`config.mk`:
```
export PLATFORM = sky130hd
export DESIGN_NAME = i2c_mem_cmd_dec
export DESIGN_NICKNAME = d
export VERILOG_FILES = /design/src/rtl/i2c_dec_pkg.sv /design/src/rtl/i2c_line_events.sv /design/src/rtl/i2c_ctrl_match.sv /design/src/rtl/i2c_mem_cmd_dec.sv
export SDC_FILE = /design/constraint.sdc
export NUM_CORES = 1
export LEC_CHECK = 0
export ABC_AREA = 1
export BUFFER_PORTS_ARGS = -buffer_cell sky130_fd_sc_hd__buf_2
export CAP_MARGIN = 20
export CORE_UTILIZATION = 60
export CTS_BUF_LIST = sky130_fd_sc_hd__clkbuf_8
export CTS_CLUSTER_DIAMETER = 100
export DETAILED_ROUTE_END_ITERATION = 10
export GPL_ROUTABILITY_DRIVEN = 0
export HOLD_SLACK_MARGIN = 0.15
export PLACE_DENSITY_LB_ADDON = 0.1
export SYNTH_ARGS = -nofsm -noshare
export SYNTH_HDL_FRONTEND = slang
export SYNTH_HIERARCHICAL = 1
export SYNTH_SLANG_ARGS = --single-unit
```
`constraint.sdc`:
```
create_clock -name clk -period 3.1 [get_ports clk]
set_clock_uncertainty 0.05 [all_clocks]
set_input_delay 0.465 -clock clk [delete_from_list [all_inputs] [get_ports clk]]
set_output_delay 0.465 -clock clk [all_outputs]
set_load 0.02 [all_outputs]
```
`src/rtl/i2c_dec_pkg.sv`:
```
package i2c_dec_pkg;
    localparam int BYTE_W  = 8;
    localparam int ADDR_W  = 15;
    localparam int HI_W    = ADDR_W - BYTE_W;
    localparam int CNT_W   = $clog2(BYTE_W + 1);

    typedef enum logic [2:0] {
        ST_IDLE,
        ST_CTRL,
        ST_ADDR_HI,
        ST_ADDR_LO,
        ST_WDATA,
        ST_RDATA,
        ST_WAIT
    } dec_state_e;

    typedef struct packed {
        dec_state_e          state;
        logic [CNT_W-1:0]    cnt;
        logic                ack_ph;
        logic [BYTE_W-1:0]   shreg;
        logic                oe;
        logic                nack;
        logic [HI_W-1:0]     addr_hi;
        logic [ADDR_W-1:0]   addr;
        logic                addr_vld;
        logic                wr_strb;
        logic [BYTE_W-1:0]   wr_data;
        logic                rd_strb;
        logic                stop_strb;
    } dec_regs_t;
endpackage

```
`src/rtl/i2c_line_events.sv`:
```
module i2c_line_events (
    input  logic clk,
    input  logic rst_n,
    input  logic scl_i,
    input  logic sda_i,
    output logic scl_rise_o,
    output logic scl_fall_o,
    output logic start_o,
    output logic stop_o
);
    logic scl_q, sda_q;

    always_ff @(posedge clk or negedge rst_n) begin
        if (!rst_n) begin
            scl_q <= 1'b1;
            sda_q <= 1'b1;
        end else begin
            scl_q <= scl_i;
            sda_q <= sda_i;
        end
    end

    assign scl_rise_o = scl_i & ~scl_q;
    assign scl_fall_o = ~scl_i & scl_q;
    assign start_o    = scl_i & scl_q & sda_q & ~sda_i;
    assign stop_o     = scl_i & scl_q & ~sda_q & sda_i;
endmodule

```
`src/rtl/i2c_ctrl_match.sv`:
```
module i2c_ctrl_match #(
    parameter int          STRAP_W  = 3,
    parameter int          CODE_W   = 8 - STRAP_W - 1,
    parameter logic [CODE_W-1:0] DEV_CODE = 4'b1010
) (
    input  logic [7:0]         ctrl_i,
    input  logic [STRAP_W-1:0] strap_i,
    input  logic               busy_i,
    output logic               ack_o,
    output logic               read_o
);
    logic code_ok, strap_ok;

    assign code_ok  = (ctrl_i[7 -: CODE_W] == DEV_CODE);
    assign strap_ok = (ctrl_i[STRAP_W:1] == strap_i);
    assign ack_o    = code_ok & strap_ok & ~busy_i;
    assign read_o   = ctrl_i[0];
endmodule

```
`src/rtl/i2c_mem_cmd_dec.sv`:
```
module i2c_mem_cmd_dec
    import i2c_dec_pkg::*;
#(
    parameter int         STRAP_W  = 3,
    parameter logic [3:0] DEV_CODE = 4'b1010
) (
    input  logic                 clk,
    input  logic                 rst_n,
    input  logic                 scl_i,
    input  logic                 sda_i,
    input  logic [STRAP_W-1:0]   strap_i,
    input  logic                 busy_i,
    input  logic [BYTE_W-1:0]    rd_data_i,
    output logic                 sda_oe_o,
    output logic [ADDR_W-1:0]    addr_o,
    output logic                 addr_vld_o,
    output logic                 wr_strb_o,
    output logic [BYTE_W-1:0]    wr_data_o,
    output logic                 rd_strb_o,
    output logic                 stop_strb_o
);
    localparam logic [CNT_W-1:0] LAST_BIT = CNT_W'(BYTE_W);

    logic scl_rise, scl_fall, start_ev, stop_ev;
    logic ctrl_ack, ctrl_rd;
    dec_regs_t q, d;

    i2c_line_events u_events (
        .clk       (clk),
        .rst_n     (rst_n),
        .scl_i     (scl_i),
        .sda_i     (sda_i),
        .scl_rise_o(scl_rise),
        .scl_fall_o(scl_fall),
        .start_o   (start_ev),
        .stop_o    (stop_ev)
    );

    i2c_ctrl_match #(
        .STRAP_W (STRAP_W),
        .CODE_W  (4),
        .DEV_CODE(DEV_CODE)
    ) u_match (
        .ctrl_i (q.shreg),
        .strap_i(strap_i),
        .busy_i (busy_i),
        .ack_o  (ctrl_ack),
        .read_o (ctrl_rd)
    );

    always_comb begin
        d           = q;
        d.addr_vld  = 1'b0;
        d.wr_strb   = 1'b0;
        d.rd_strb   = 1'b0;
        d.stop_strb = 1'b0;
        if (stop_ev) begin
            d.stop_strb = (q.state != ST_IDLE) && (q.state != ST_CTRL);
            d.state     = ST_IDLE;
            d.oe        = 1'b0;
            d.cnt       = '0;
            d.ack_ph    = 1'b0;
        end else if (start_ev) begin
            d.state  = ST_CTRL;
            d.oe     = 1'b0;
            d.cnt    = '0;
            d.ack_ph = 1'b0;
        end else if (q.state != ST_IDLE && q.state != ST_WAIT) begin
            if (scl_rise) begin
                if (!q.ack_ph) begin
                    if (q.cnt != LAST_BIT) begin
                        d.cnt = q.cnt + 1'b1;
                        if (q.state != ST_RDATA) begin
                            d.shreg = {q.shreg[BYTE_W-2:0], sda_i};
                        end
                    end
                end else if (q.state == ST_RDATA) begin
                    d.nack = sda_i;
                end
            end else if (scl_fall) begin
                if (!q.ack_ph) begin
                    if (q.cnt == LAST_BIT) begin
                        d.ack_ph = 1'b1;
                        d.oe     = 1'b1;
                        unique case (q.state)
                            ST_CTRL: begin
                                if (!ctrl_ack) begin
                                    d.state  = ST_IDLE;
                                    d.oe     = 1'b0;
                                    d.ack_ph = 1'b0;
                                    d.cnt    = '0;
                                end
                            end
                            ST_ADDR_HI: d.addr_hi = q.shreg[HI_W-1:0];
                            ST_ADDR_LO: begin
                                d.addr     = {q.addr_hi, q.shreg};
                                d.addr_vld = 1'b1;
                            end
                            ST_WDATA: begin
                                d.wr_data = q.shreg;
                                d.wr_strb = 1'b1;
                            end
                            default: d.oe = 1'b0;
                        endcase
                    end else if (q.state == ST_RDATA && q.cnt != '0) begin
                        d.shreg = {q.shreg[BYTE_W-2:0], 1'b0};
                        d.oe    = ~q.shreg[BYTE_W-2];
                    end
                end else begin
                    d.ack_ph = 1'b0;
                    d.cnt    = '0;
                    d.oe     = 1'b0;
                    unique case (q.state)
                        ST_CTRL: begin
                            if (ctrl_rd) begin
                                d.state   = ST_RDATA;
                                d.shreg   = rd_data_i;
                                d.oe      = ~rd_data_i[BYTE_W-1];
                                d.rd_strb = 1'b1;
                            end else begin
                                d.state = ST_ADDR_HI;
                            end
                        end
                        ST_ADDR_HI: d.state = ST_ADDR_LO;
                        ST_ADDR_LO: d.state = ST_WDATA;
                        ST_RDATA: begin
                            if (q.nack) begin
                                d.state = ST_WAIT;
                            end else begin
                                d.shreg   = rd_data_i;
                                d.oe      = ~rd_data_i[BYTE_W-1];
                                d.rd_strb = 1'b1;
                            end
                        end
                        default: d.state = q.state;
                    endcase
                end
            end
        end
    end

    always_ff @(posedge clk or negedge rst_n) begin
        if (!rst_n) begin
            q       <= '0;
            q.state <= ST_IDLE;
        end else begin
            q <= d;
        end
    end

    assign sda_oe_o    = q.oe;
    assign addr_o      = q.addr;
    assign addr_vld_o  = q.addr_vld;
    assign wr_strb_o   = q.wr_strb;
    assign wr_data_o   = q.wr_data;
    assign rd_strb_o   = q.rd_strb;
    assign stop_strb_o = q.stop_strb;

    AST_BUSY_NO_ACK: assert property (@(posedge clk) disable iff (!rst_n)
        (q.state == ST_CTRL && busy_i && scl_fall && !q.ack_ph && q.cnt == LAST_BIT
         && !start_ev && !stop_ev) |=> !sda_oe_o);
    AST_START_REARM: assert property (@(posedge clk) disable iff (!rst_n)
        start_ev |=> (q.state == ST_CTRL && q.cnt == '0 && !sda_oe_o));
    AST_STOP_RELEASE: assert property (@(posedge clk) disable iff (!rst_n)
        stop_ev |=> (q.state == ST_IDLE && !sda_oe_o));
    AST_OE_SCL_LOW: assert property (@(posedge clk) disable iff (!rst_n)
        (!$stable(sda_oe_o) && !$past(start_ev) && !$past(stop_ev)) |-> !$past(scl_i));
    AST_STRB_EXCL: assert property (@(posedge clk) disable iff (!rst_n)
        $onehot0({wr_strb_o, addr_vld_o, rd_strb_o, stop_strb_o}));
    AST_NACK_END: assert property (@(posedge clk) disable iff (!rst_n)
        (q.state == ST_RDATA && q.ack_ph && q.nack && scl_fall && !start_ev && !stop_ev)
        |=> (q.state == ST_WAIT && !sda_oe_o && !rd_strb_o));
    AST_ADDR_AFTER_LO: assert property (@(posedge clk) disable iff (!rst_n)
        addr_vld_o |-> $past(q.state == ST_ADDR_LO));
endmodule

```
Yosys cells after proc, flatten, opt, wreduce, memory -nomap -nowiden
Cells that the tools add are included.
Widths: inputs -> output; s select.
Storage, ports and cells
  register bits after elaboration: 54
  bits of input ports: 16
  output and inout port bits: 28
Operators by class
  add/sub/neg operators: 1
  equality and inequality tests: 25
  multiplexer cells: 48
  bitwise logic cells: 20
  reduce and logical (&&, ||, !) cells: 27
Operators by type and width (count)
  $mux 8: 10
  $mux 33: 2
  $mux 32: 2
  $mux 51: 1
  $mux 9: 4
  $mux 17: 2
  $reduce_and 8->1: 4
  $mux 11: 2
  $pmux 9 s2: 1
  $mux 16: 1
  $reduce_bool 4->1: 4
  $ne 3x3->1 const B: 5
  $reduce_bool 5->1: 3
  $mux 1: 13
  $mux 4: 3
  $pmux 3 s4: 1
  $reduce_and 12->1: 1
  $reduce_bool 3->1: 4
  $not 1->1: 11
  $reduce_and 11->1: 1
  $and 1x1->1: 9
  $mux 3: 3
  $ne 3x1->1 const B: 3
  $eq 4x4->1 const B: 2
  22 further kinds: 29

Logic depth before layout (Yosys ltp)
  word-level depth: 12
  mapped depth: 14
  gate-level depth less buffers: 14

By module
The synthesis kept the hierarchy.
Modules (own cells, without submodules)
  i2c_mem_cmd_dec: times used 1, cells an instance 394, area each 2976.6 um^2, sequential area each 1301.2 um^2
  i2c_ctrl_match: times used 1, cells an instance 21, area each 95.1 um^2, sequential area each 0.0 um^2
  i2c_line_events: times used 1, cells an instance 13, area each 93.8 um^2, sequential area each 52.6 um^2

Worst setup path before layout
No wires, ideal clock.
  kind: flip-flop to flip-flop
  from: reg u_events.scl_q
  to: reg q[49] in the netlist's numbering
  arrival time: 1.599 ns
  setup slack: 1.334 ns
  cell stages (with the launch flop): 12
  path buffers: 1
  cells stage by stage: dfstp_2 > nand2_1 > nor2_1 > nor2_1 > buf_2 > nand2_1 > nand2_1 > nand3b_1 > nor2_2 > inv_2 > nand2_1 > nand2_1
On the way
  longest elaborated chain between the ends: 5
  elaborated cells between the ends (all ways): 19
  classes of those cells: eq/ne: 3; mux: 2; bitwise: 8; reduce/logical: 6
Ends and longest elaborated chain
  from (decl): RTL line i2c_line_events.sv:11  | logic scl_q, sda_q;
  from (signal assigned): RTL line i2c_line_events.sv:18  | scl_q <= scl_i;
  $and 1x1->1 * (3 in a row): RTL line i2c_line_events.sv:25  | assign start_o = scl_i & scl_q & sda_q & ~sda_i;
  net start_ev: RTL line i2c_mem_cmd_dec.sv:24  | logic scl_rise, scl_fall, start_ev, stop_ev;
  $ne 5x5->1 (no line) (tied with other cells)
  $reduce_and 8->1 (no line) / $mux 8 (equally long branches)
  to (decl): RTL line i2c_mem_cmd_dec.sv:26  | dec_regs_t q, d;
The timed path passes the listed nets; every way through them passes the cells marked *.
A chain may end at the register's enable or synchronous reset.

Worst setup path after layout
  from: reg u_events.sda_q
  to: reg q, in the netlist addr_o[3]
On the way
  longest elaborated chain between the ends: 5
  elaborated cells between the ends (all ways): 8
  classes of those cells: bitwise: 7; reduce/logical: 1
Ends and longest elaborated chain
  from (decl): RTL line i2c_line_events.sv:11
  from (signal assigned): RTL line i2c_line_events.sv:19  | sda_q <= sda_i;
  $not 1->1: RTL line i2c_line_events.sv:26  | assign stop_o = scl_i & scl_q & ~sda_q & sda_i;
  $and 1x1->1 (2 in a row): RTL line i2c_line_events.sv:26
  net stop_ev: RTL line i2c_mem_cmd_dec.sv:24
  $not 1->1 (no line)
  $reduce_and 8->1 (no line)
The timed path passes the listed nets, and every way through them passes these cells.

==> run_summary.xml <==
<?xml version="1.0" encoding="UTF-8"?>
<metrics>
  <group name="run_status">
    <metric name="result_of_the_run" unit="">finished clean</metric>
  </group>
  <group name="synthesis">
    <metric name="synth.yosys.warnings" unit="">6</metric>
    <metric name="syn-num-nets" unit="">446</metric>
    <metric name="post-synth-top-area-fraction" unit="">0.411</metric>
    <metric name="synthCells" unit="">428</metric>
    <metric name="synth.yosys.seq_area_share" unit="">0.428</metric>
    <metric name="synth_area_leader_cell" unit="">sky130_fd_sc_hd__dfrtp_1</metric>
    <metric name="top_count_cell_post_synth" unit="">sky130_fd_sc_hd__nand2_1</metric>
    <metric name="number_of_synthesized_register_bits" unit="">54</metric>
    <metric name="synthTopCellsByArea" unit="">sky130_fd_sc_hd__dfrtp_1 41%, sky130_fd_sc_hd__nand2_1 16%, sky130_fd_sc_hd__inv_1 8.9%</metric>
    <metric name="yosys-top-cells-count" unit="">134 x sky130_fd_sc_hd__nand2_1, 75 x sky130_fd_sc_hd__inv_1, 52 x sky130_fd_sc_hd__dfrtp_1, 29 x sky130_fd_sc_hd__nand3_1, 27 x sky130_fd_sc_hd__o21ai_1</metric>
    <metric name="post_synth.cell_area_avg" unit="um2">7.40</metric>
    <metric name="synth_enable_flop_cells" unit="">0</metric>
    <metric name="netlist_area" unit="um2">3170</metric>
    <metric name="synth_top_flop_cell" unit="">sky130_fd_sc_hd__dfrtp_1</metric>
    <metric name="asyncSetResetFlopFracSynth" unit="">1.00</metric>
    <metric name="synth_cell_types" unit="">36</metric>
  </group>
  <group name="sta">
    <metric name="totalNegativeSetupSlack" unit="ns">0</metric>
    <metric name="report.final.slew_viol_count" unit="">0</metric>
    <metric name="max_freq" unit="MHz">470</metric>
    <metric name="tightest_slew" unit="ns">0.513</metric>
    <metric name="timing.final.crit_share" unit="">0.686</metric>
    <metric name="timing.max_slew.rel_slack" unit="">0.657</metric>
    <metric name="setup_viol" unit="">0</metric>
    <metric name="finalHoldViolCount" unit="">0</metric>
    <metric name="rsz0062_at_grt" unit="">no</metric>
    <metric name="final_period_minus_worst_setup_slack" unit="ns">2.13</metric>
  </group>
  <group name="cts">
    <metric name="clk_path_buf_depth" unit="">2</metric>
    <metric name="cts_setup_buffers" unit="">0</metric>
    <metric name="cts_inserted_buffers" unit="">5</metric>
    <metric name="clock_insertion_delay_worst_skew" unit="ns">0.30</metric>
    <metric name="cts_tree" unit="">done</metric>
    <metric name="cts.reportedPaths.clkPinSlew" unit="ns">0.09</metric>
    <metric name="clock_sinks" unit="">54</metric>
    <metric name="cts-root-buf" unit="">sky130_fd_sc_hd__clkbuf_8</metric>
    <metric name="htree_levels" unit="">2</metric>
  </group>
  <group name="placement">
    <metric name="placement.io_buffers" unit="">43</metric>
    <metric name="place_hpwl" unit="um">4600</metric>
    <metric name="dpl_cell_area" unit="um2">3240</metric>
  </group>
  <group name="finish">
    <metric name="regArea" unit="um2">1350</metric>
    <metric name="footprint_of_the_multi_input_gates" unit="um2">1240</metric>
    <metric name="utilization" unit="">0.657</metric>
    <metric name="syn_to_final_growth" unit="%">6.05</metric>
    <metric name="design_area" unit="um2">3360</metric>
    <metric name="insertedDiodeCount" unit="">0</metric>
    <metric name="n_fill_cell" unit="">460</metric>
    <metric name="design.final.nets" unit="">468</metric>
    <metric name="layout-drive-gt1-share" unit="">0.177</metric>
  </group>
  <group name="power_and_ir_drop">
    <metric name="relative_contribution_of_sequential_cells_to_total_power" unit="">0.484</metric>
    <metric name="switching_power" unit="uW">682</metric>
    <metric name="clockPowerShare" unit="">0.249</metric>
    <metric name="combinationalPowerShare" unit="">0.267</metric>
    <metric name="leakage" unit="nW">1.84</metric>
    <metric name="worst_ir_drop_vdd" unit="mV">0.305</metric>
    <metric name="switching_part_of_the_total_power" unit="">0.364</metric>
    <metric name="powerDensity" unit="nW/um2">558</metric>
    <metric name="internal-power" unit="mW">1.19</metric>
  </group>
  <group name="global_routing">
    <metric name="antenna_found_initial" unit="">0</metric>
    <metric name="grt_pass1_vias" unit="">2223</metric>
    <metric name="grt_first_pass_wirelength" unit="um">10100</metric>
    <metric name="grt_max_degree" unit="">34</metric>
    <metric name="track_usage" unit="">0.243</metric>
    <metric name="grt.overflow.total" unit="">0</metric>
  </group>
  <group name="critical_path">
    <metric name="worst_ep_required_time" unit="ns">3.25</metric>
    <metric name="crit_path_cell_trace" unit="">inv_1, nand2_1, nor2_1, nor2_1, buf_4, nand2_1, nor3_4, nand3b_4, o21ai_1, inv_1</metric>
    <metric name="crit_path_largest_cell_delay" unit="ns">0.54</metric>
    <metric name="cp-end-kind" unit="">register</metric>
    <metric name="critical_path_class" unit="">register to register</metric>
    <metric name="timing.critical_path.from_type" unit="">register</metric>
    <metric name="arrival_time_of_the_worst_setup_path" unit="ns">2.27</metric>
    <metric name="r2r_setup_slk" unit="ns">0.97</metric>
    <metric name="timing.critical_path.slowest_stage_cell" unit="">sky130_fd_sc_hd__dfstp_2</metric>
    <metric name="cp_max_fo" unit="">30</metric>
  </group>
  <group name="floorplan">
    <metric name="start_util" unit="">0.620</metric>
    <metric name="chipWidth" unit="um">74.6</metric>
    <metric name="die_height" unit="um">74.6</metric>
    <metric name="fp-row-count" unit="">26</metric>
    <metric name="coreArea" unit="um2">5110</metric>
    <metric name="die_area" unit="um2">5570</metric>
    <metric name="boundaryPins" unit="">44</metric>
  </group>
  <group name="routing">
    <metric name="remaining_drc_errors" unit="">0</metric>
    <metric name="routed_wire_length_per_instance" unit="um">11.9</metric>
    <metric name="postRouteAntennaNets" unit="">0</metric>
    <metric name="drt_pre_antenna_iters" unit="">5</metric>
    <metric name="route.vias.total" unit="">2545</metric>
    <metric name="vias_per_cell" unit="">4.88</metric>
    <metric name="total_wire_length" unit="um">6220</metric>
    <metric name="first_iter_violations" unit="">182</metric>
  </group>
  <group name="hold_path">
    <metric name="min-delay-path-class" unit="">primary input to register</metric>
  </group>
  <group name="flow_run">
    <metric name="cap_violations" unit="">0</metric>
  </group>
</metrics>
stage by stage:
step,setup slack [ns],hold slack [ns],total power [mW],instances
finish,0.972,0.234,1.87,521
global placement,0.924,0.394,1.40,512
floorplan,1.33,0.119,1.28,428
detailed placement,0.843,0.404,1.42,512
CTS,0.956,0.222,1.88,521
global route,0.785,0.220,2.00,521
state kept, by name, summed over array words and instances (netlist names):
signal / cells
q: 24
addr_o: 15
wr_data_o: 8
addr_vld_o: 1
rd_strb_o: 1
sda_oe_o: 1
stop_strb_o: 1
u_events/scl_q: 1
u_events/sda_q: 1
wr_strb_o: 1
layer usage:
metal / vias up / track usage / part of all wire / wire length (um)
met5: - / 0 / 0 / 0
met4: 0 / 0.0964 / 0.015 / 92
met3: 6 / 0.0388 / 0.047 / 294
met2: 73 / 0.420 / 0.50 / 3120
met1: 1142 / 0.305 / 0.44 / 2720
li1: 1324 / - / - / -
repair_timing:
action / 4_1_cts / 5_1_grt
hold buffers: 1 / 0
endpoints found under the hold margin: 21 / 0
resized for setup: 0 / 0
path summary, 6_finish.rpt:
path,startpoint,endpoint,cells after the start
max in group asynchronous,rst_n,u_events/sda_q,3
worst max register to register,u_events/sda_q,addr_o[3],10
worst min register to register,wr_data_o[3],wr_data_o[3],2
worst min-delay path,scl_i,u_events/scl_q,1
worst max-delay path,u_events/sda_q,addr_o[3],10
min in group asynchronous,rst_n,addr_o[9],2
cells in the final DEF, fill, tap and decap left out, drive strengths merged:
cell	instances
inv	84
xor2	1
clkinv	1
dlygate4sd3	1
bufinv	1
clkbuf	5
a21oi	4
nand4	3
a31oi	1
mux2	1
dfstp	2
ha	2
nand3	32
o211ai	2
nand2	137
nor2	28
buf	46
or2	2
o21bai	1
nand3b	3
nor4	1
o21ai	37
clkinvlp	1
nor3	3
dfrtp	52
power by group through the flow:
stage | registers (mW) | clock network (mW) | logic [mW]
2_1_floorplan | 0.878 | 0 | 0.406
5_1_grt | 0.921 | 0.505 | 0.570
4_1_cts | 0.903 | 0.475 | 0.502
3_3_place_gp | 0.914 | 0 | 0.490
3_5_place_dp | 0.917 | 0 | 0.499
6_report | 0.905 | 0.467 | 0.500
layout make-up:
cell class	count	area share
Timing Repair Buffer	47	0.0738
Multi-Input combinational cell	258	0.369
Inverter	84	0.0954
Clock inverter	3	0.0123
Sequential cell	54	0.403
Tap cell	70	0.0261
Clock buffer	5	0.0205
worst max-delay path, delay by kind of cell (launching register included):
kind	cells	cell delay (ns)
buffers and inverters	3	0.27
AOI/OAI and AO/OA	1	0.22
and+or+nand+nor	6	0.94
DFF	1	0.54
logic make-up (layout without fill, tap and decap cells):
group,Yosys count,count (layout),synth area share
AOI/OAI and AO/OA,45,45,0.0755
xor gates and xnor gates,1,1,0.00277
adders and majority gates,2,2,0.00790
buffers and inverters,116,139,0.181
DFF,54,54,0.428
muxes,1,1,0.00356
and+or+nand+nor,209,209,0.301
(Power assumes the default switching activity.)
